===== src/rtl/irqc_pkg.sv =====
// Shared definitions for the two-level interrupt controller.
// Assumes at most 8 sources, so a source index fits in 3 bits.
package irqc_pkg;
    typedef enum logic {
        LVL_LOW  = 1'b0,
        LVL_HIGH = 1'b1
    } irq_lvl_e;

    typedef enum logic {
        CFG_ENABLE   = 1'b0,
        CFG_PRIORITY = 1'b1
    } cfg_target_e;
endpackage


===== src/rtl/irqc_cfg_regs.sv =====
// Enable and level registers.
// Stores only the source bits and the master enable.
// Reserved write bits are dropped.
module irqc_cfg_regs #(
    parameter int SRC_N      = 5,
    parameter int CFG_W      = 8,
    parameter int GLOBAL_BIT = 7
) (
    input  logic             clk,
    input  logic             rst_n,
    input  logic             wr_en,
    input  logic             wr_sel,
    input  logic [CFG_W-1:0] wr_data,
    output logic [SRC_N-1:0] src_en,
    output logic             glob_en,
    output logic [SRC_N-1:0] src_hi
);
    import irqc_pkg::*;

    // Capture writes to whichever register wr_sel names.
    always_ff @(posedge clk) begin
        if (!rst_n) begin
            src_en  <= '0;
            glob_en <= 1'b0;
            src_hi  <= '0;
        end else if (wr_en) begin
            if (cfg_target_e'(wr_sel) == CFG_ENABLE) begin
                src_en  <= wr_data[SRC_N-1:0];
                glob_en <= wr_data[GLOBAL_BIT];
            end else begin
                src_hi  <= wr_data[SRC_N-1:0];
            end
        end
    end
endmodule


===== src/rtl/irqc_sampler.sv =====
// Latches the request flags on the sampling strobe.
// Raises the poll flag for the clock that follows.
// Assumes phase_s5 is a one-clock pulse per machine cycle.
module irqc_sampler #(
    parameter int SRC_N = 5
) (
    input  logic             clk,
    input  logic             rst_n,
    input  logic             phase_s5,
    input  logic [SRC_N-1:0] req_i,
    output logic [SRC_N-1:0] pend_q,
    output logic             poll_q
);
    // Hold the last sampled flags; mark the next clock as the poll slot.
    always_ff @(posedge clk) begin
        if (!rst_n) begin
            pend_q <= '0;
            poll_q <= 1'b0;
        end else begin
            poll_q <= phase_s5;
            if (phase_s5) begin
                pend_q <= req_i;
            end
        end
    end
endmodule


===== src/rtl/irqc_arbiter.sv =====
// Combinational winner selection for the poll slot.
// Each level runs its own fixed-order search.
// The high level is taken first, subject to the in-service flags.
module irqc_arbiter #(
    parameter int SRC_N = 5,
    parameter int IDX_W = 3
) (
    input  logic [SRC_N-1:0] pend,
    input  logic [SRC_N-1:0] src_en,
    input  logic [SRC_N-1:0] src_hi,
    input  logic             glob_en,
    input  logic             poll,
    input  logic             hold,
    input  logic             act_hi,
    input  logic             act_lo,
    output logic             grant,
    output logic [IDX_W-1:0] grant_idx,
    output logic             grant_lvl
);
    import irqc_pkg::*;

    logic open_slot;
    logic allow_hi;
    logic allow_lo;

    // One fixed-order search per level.
    for (genvar lv = 0; lv < 2; lv++) begin : g_lvl
        logic [SRC_N-1:0] cand;
        logic             hit;
        logic [IDX_W-1:0] idx;

        // Find the lowest-numbered enabled pending source of this level.
        always_comb begin
            cand = pend & src_en & ((lv == 1) ? src_hi : ~src_hi);
            hit  = |cand;
            idx  = '0;
            for (int i = SRC_N - 1; i >= 0; i--) begin
                if (cand[i]) idx = IDX_W'(i);
            end
        end
    end

    // Apply the nesting rules and choose between the levels.
    always_comb begin
        open_slot = poll && glob_en && !hold;
        allow_hi  = !act_hi;
        allow_lo  = !act_hi && !act_lo;
        grant     = 1'b0;
        grant_idx = '0;
        grant_lvl = LVL_LOW;
        if (open_slot && g_lvl[1].hit && allow_hi) begin
            grant     = 1'b1;
            grant_idx = g_lvl[1].idx;
            grant_lvl = LVL_HIGH;
        end else if (open_slot && g_lvl[0].hit && allow_lo) begin
            grant     = 1'b1;
            grant_idx = g_lvl[0].idx;
            grant_lvl = LVL_LOW;
        end
    end
endmodule


===== src/rtl/irqc_level_track.sv =====
// In-service flags, one per level.
// A grant sets the flag of its level; a return clears the highest set flag.
// Assumes a grant and a return never fall in the same clock.
module irqc_level_track (
    input  logic clk,
    input  logic rst_n,
    input  logic grant,
    input  logic grant_lvl,
    input  logic reti,
    output logic act_hi,
    output logic act_lo
);
    import irqc_pkg::*;

    // Set on grant, clear the innermost level on return.
    always_ff @(posedge clk) begin
        if (!rst_n) begin
            act_hi <= 1'b0;
            act_lo <= 1'b0;
        end else if (grant) begin
            if (irq_lvl_e'(grant_lvl) == LVL_HIGH) act_hi <= 1'b1;
            else                                   act_lo <= 1'b1;
        end else if (reti) begin
            if (act_hi)      act_hi <= 1'b0;
            else if (act_lo) act_lo <= 1'b0;
        end
    end
endmodule


===== src/rtl/irq_vec_ctrl.sv =====
// Top of the two-level vectored interrupt controller.
// Samples requests on the strobe and arbitrates in the next clock.
// Registers a one-clock call request with its vector.
module irq_vec_ctrl #(
    parameter int          SRC_N      = 5,
    parameter int          CFG_W      = 8,
    parameter int          GLOBAL_BIT = 7,
    parameter int          VEC_W      = 16,
    parameter int          VEC_BASE   = 3,
    parameter int          VEC_STEP   = 8
) (
    input  logic             clk,
    input  logic             rst_n,
    input  logic             phase_s5,
    input  logic [SRC_N-1:0] req_i,
    input  logic             cfg_wr,
    input  logic             cfg_sel,
    input  logic [CFG_W-1:0] cfg_wdata,
    input  logic             reti_i,
    output logic             call_req,
    output logic [VEC_W-1:0] call_vec
);
    localparam int IDX_W = (SRC_N > 1) ? $clog2(SRC_N) : 1;

    logic [SRC_N-1:0] src_en;
    logic [SRC_N-1:0] src_hi;
    logic             glob_en;
    logic [SRC_N-1:0] pend_q;
    logic             poll_q;
    logic             act_hi;
    logic             act_lo;
    logic             grant;
    logic [IDX_W-1:0] grant_idx;
    logic             grant_lvl;
    logic             hold;

    assign hold = cfg_wr || reti_i;

    irqc_cfg_regs #(.SRC_N(SRC_N), .CFG_W(CFG_W), .GLOBAL_BIT(GLOBAL_BIT)) u_cfg (
        .clk(clk), .rst_n(rst_n), .wr_en(cfg_wr), .wr_sel(cfg_sel),
        .wr_data(cfg_wdata), .src_en(src_en), .glob_en(glob_en), .src_hi(src_hi)
    );

    irqc_sampler #(.SRC_N(SRC_N)) u_smp (
        .clk(clk), .rst_n(rst_n), .phase_s5(phase_s5), .req_i(req_i),
        .pend_q(pend_q), .poll_q(poll_q)
    );

    irqc_arbiter #(.SRC_N(SRC_N), .IDX_W(IDX_W)) u_arb (
        .pend(pend_q), .src_en(src_en), .src_hi(src_hi), .glob_en(glob_en),
        .poll(poll_q), .hold(hold), .act_hi(act_hi), .act_lo(act_lo),
        .grant(grant), .grant_idx(grant_idx), .grant_lvl(grant_lvl)
    );

    irqc_level_track u_lvl (
        .clk(clk), .rst_n(rst_n), .grant(grant), .grant_lvl(grant_lvl),
        .reti(reti_i), .act_hi(act_hi), .act_lo(act_lo)
    );

    // Register the call request and turn the winning index into its vector.
    always_ff @(posedge clk) begin
        if (!rst_n) begin
            call_req <= 1'b0;
            call_vec <= '0;
        end else begin
            call_req <= grant;
            call_vec <= grant ? (VEC_W'(VEC_BASE) + VEC_W'(grant_idx) * VEC_W'(VEC_STEP))
                              : '0;
        end
    end
endmodule


===== config.mk =====
export PLATFORM = sky130hd
export DESIGN_NAME = irq_vec_ctrl
export DESIGN_NICKNAME = d
export VERILOG_FILES = /design/src/rtl/irqc_pkg.sv /design/src/rtl/irqc_cfg_regs.sv /design/src/rtl/irqc_sampler.sv /design/src/rtl/irqc_arbiter.sv /design/src/rtl/irqc_level_track.sv /design/src/rtl/irq_vec_ctrl.sv
export SDC_FILE = /design/constraint.sdc
export NUM_CORES = 1
export LEC_CHECK = 0
export BUFFER_PORTS_ARGS = -buffer_cell sky130_fd_sc_hd__buf_4
export CORE_MARGIN = 1
export CORE_UTILIZATION = 50
export CTS_CLUSTER_DIAMETER = 50
export DETAILED_ROUTE_END_ITERATION = 10
export GPL_TIMING_DRIVEN = 0
export PLACE_DENSITY_LB_ADDON = 0.3
export SLEW_MARGIN = 30
export SYNTH_ARGS = -nofsm -noshare
export SYNTH_HDL_FRONTEND = slang
export SYNTH_HIERARCHICAL = 1
export SYNTH_SLANG_ARGS = --single-unit

===== constraint.sdc =====
create_clock -name clk -period 1.8 [get_ports clk]
set_input_delay 0.36 -clock clk [delete_from_list [all_inputs] [get_ports clk]]
set_output_delay 0.36 -clock clk [all_outputs]
set_load 0.03 [all_outputs]

==> results.json <==
{
  "status": "finished, final reports clean",
  "worst_r2r_path_depth": 6,
  "seq_area_frac_synth_pct": 39.5,
  "fillCellCount": 200,
  "fmax_mhz": 623,
  "fin_nets": 187,
  "first_iter_violations": 29,
  "critical_path.max_stage_delay_ns": 0.37,
  "synth_warnings": 6,
  "cts_made_buffers": 3,
  "row_count": 17,
  "vias": 996,
  "yosysTopAreaCell": "dfxtp_1",
  "wl_per_cell_um": 12.4,
  "drv_slew": 0,
  "reg2reg_to": "u_lvl/act_hi$_SDFFE_PN0P_",
  "worstHoldStart": "cfg_wdata[7]",
  "drtPass1Iterations": 4,
  "period_minus_slack_ns": 1.61,
  "gp_congestion": 0.830,
  "synthesis.area_um2": 1220,
  "dpl.hpwl_um": 1780,
  "dieHeight_um": 51.3,
  "antenna_found_initial": 0,
  "whs_path_depth": 3,
  "clock_path_buffers": 2,
  "leakagePower_nw": 0.697,
  "synth_seq_cells": 24,
  "drive_gt1_share_pct": 29.9,
  "die_area_um2": 2640,
  "avgSynthCellArea_um2": 9.22,
  "viasPerCell": 5.11,
  "htreeDepth": 1,
  "port-buffer-count": 21,
  "final_common_cell": "buf_4",
  "grt_max_degree": 17,
  "route.detailed.drc": 0,
  "arrival_ns": 1.85,
  "routed_wl_um": 2410,
  "power_mw": 1.11,
  "start_util_pct": 54.0,
  "peakVddDrop_uv": 566,
  "holdBufCountCts": 0,
  "final_cells": 195,
  "r2r_start": "u_cfg/src_hi[2]$_SDFFE_PN0P_",
  "yosys.cell_types.count": 34,
  "placed_cells": 191,
  "cp_max_fo": 8,
  "ant_nets": 0,
  "ios": 36,
  "core-area_um2": 2250,
  "synthToLayoutAreaGrowth_pct": 23.5,
  "startpoint_type": "flop",
  "rsz0062_at_grt": "false",
  "clk_pin_slew_ns": 0.13,
  "grt_overflow_total": 0,
  "finalSetupViolations": 0,
  "ff2ff_setup_slack_ns": 0.19,
  "synth_top_area_share_pct": 39.5,
  "hold_violations": 0,
  "skew_ns": 0.00426,
  "synth_edf_count": 0,
  "dieWidth_um": 51.3,
  "cp_slowest_cell": "dfxtp_1",
  "finalCoreUtilization_pct": 66.7,
  "required_ns": 2.05,
  "whs_endpoint": "u_cfg/glob_en$_SDFFE_PN0P_",
  "path_class": "reg2reg",
  "crit_chain": "and3b_1 -> o21ba_4 -> a32o_1 -> a21oi_2 -> nor2b_1 -> o21ai_1",
  "cts_root_buf": "clkbuf_4",
  "drv_cap": 0,
  "mostFrequentLayoutCells": "buf_4, nand2_1, dfxtp_1, mux2i_1, conb_1",
  "cts_tree": "done",
  "grt_pass1_vias": 869,
  "clkSinkCount": 24,
  "synth_ff_type": "dfxtp_1",
  "period_share_pct": 89.2,
  "tns_ns": 0,
  "clk_latency_ns": 0.31,
  "postSynth.asyncResetShare_pct": 0,
  "cts_setup_buffers": 0,
  "worstHoldPathType": "in2reg",
  "crit_path_end_kind": "flop",
  "antenna_cells": 0,
  "track_usage_pct": 20.5,
  "p_per_area_nw_per_um2": 736,
  "ys_top_cells_by_area": "dfxtp_1, mux2i_1, buf_4",
  "syn_inst": 132,
  "grt_pass1_wl_um": 3930
}
## sequential cells by signal, summed over array words and instances, names as in the netlist
signal	cells
call_req	1
u_smp/poll_q	1
u_cfg/src_hi	5
call_vec	4
u_cfg/glob_en	1
u_smp/pend_q	5
u_lvl/act_lo	1
u_lvl/act_hi	1
u_cfg/src_en	5
## cell usage after synthesis (2+ instances only)
cell	count
o21ba_4	2
a21oi_1	2
and3b_1	2
buf_6	3
mux2i_1	16
and3_1	3
a31oi_1	3
buf_4	13
nand3_1	6
dfxtp_1	24
and2_2	3
nor2b_1	8
nand2_1	26
## cell type report
cell class / count / area, um2 / area share, %
Sequential cell: 24 / 480 / 31.9
Tap cell: 28 / 35.0 / 2.33
Buffer: 17 / 135 / 8.99
Inverter: 1 / 3.75 / 0.250
Multi-Input combinational cell: 100 / 639 / 42.5
Clock inverter: 1 / 30.0 / 2.00
Timing Repair Buffer: 21 / 158 / 10.5
Clock buffer: 3 / 22.5 / 1.50
## cell families (layout without fill, tap and decap cells)
group	after synthesis	after routing	share of synthesized area, %
and+or+nand+nor	59	59	26.3
DFF	24	24	39.5
buffers and inverters	18	43	11.4
muxes	16	16	13.2
AOI/OAI and AO/OA	14	14	9.35
other	1	11	0.308
## routing by layer
layer  GRT usage [%]  vias to the layer above  share of wire [%]
met5               0                        -                  0
met4            8.56                        0                2.0
met3            3.57                        6                3.6
met2            35.7                       31                 51
met1            24.5                      454                 44
li1                -                      505                  -
## worst max-delay path, delay by kind of cell, from the launching register on
kind	cells	cell delay, ns
DFF	1	0.37
AOI/OAI and AO/OA	4	0.83
and+or+nand+nor	2	0.34
## worst max path at each step
stage               depth (start not counted)                         start                   endpoint  slack [ns]
global route                                6  u_cfg/src_hi[2]$_SDFFE_PN0P_  u_lvl/act_lo$_SDFFE_PN0P_        0.07
CTS                                         6  u_cfg/src_hi[2]$_SDFFE_PN0P_  u_lvl/act_hi$_SDFFE_PN0P_        0.06
floorplan                                   6  u_cfg/src_hi[0]$_SDFFE_PN0P_  u_lvl/act_lo$_SDFFE_PN0P_        0.31
finish                                      6  u_cfg/src_hi[2]$_SDFFE_PN0P_  u_lvl/act_hi$_SDFFE_PN0P_        0.19
detailed placement                          7                        reti_i  u_lvl/act_hi$_SDFFE_PN0P_        0.06
global placement                            7                        reti_i  u_lvl/act_hi$_SDFFE_PN0P_        0.11
## what timing repair did
item / 4_1_cts / 5_1_grt
gates resized for setup: 0 / 1
endpoints found under the hold margin: 0 / 0
endpoints found under the setup margin: 0 / 7
## metrics by stage
stage	hold slack (ns)	setup slack (ns)	cell area, um2
final	0.301	0.195	1500
after global routing	0.279	0.0737	1500
after CTS	0.289	0.0615	1500
after detailed placement	0.467	0.0632	1450
after global placement	0.454	0.107	1450
after floorplan	0.435	0.315	1250
## where the power goes
group / total [mW] / internal (mW) / switching [mW] / leakage [nW]
registers: 0.571 / 0.552 / 0.0188 / 0.196
logic: 0.155 / 0.0777 / 0.0772 / 0.473
clock network: 0.382 / 0.225 / 0.157 / 0.0279
total: 1.11 / 0.854 / 0.253 / 0.697
(Power assumes the default switching activity.)
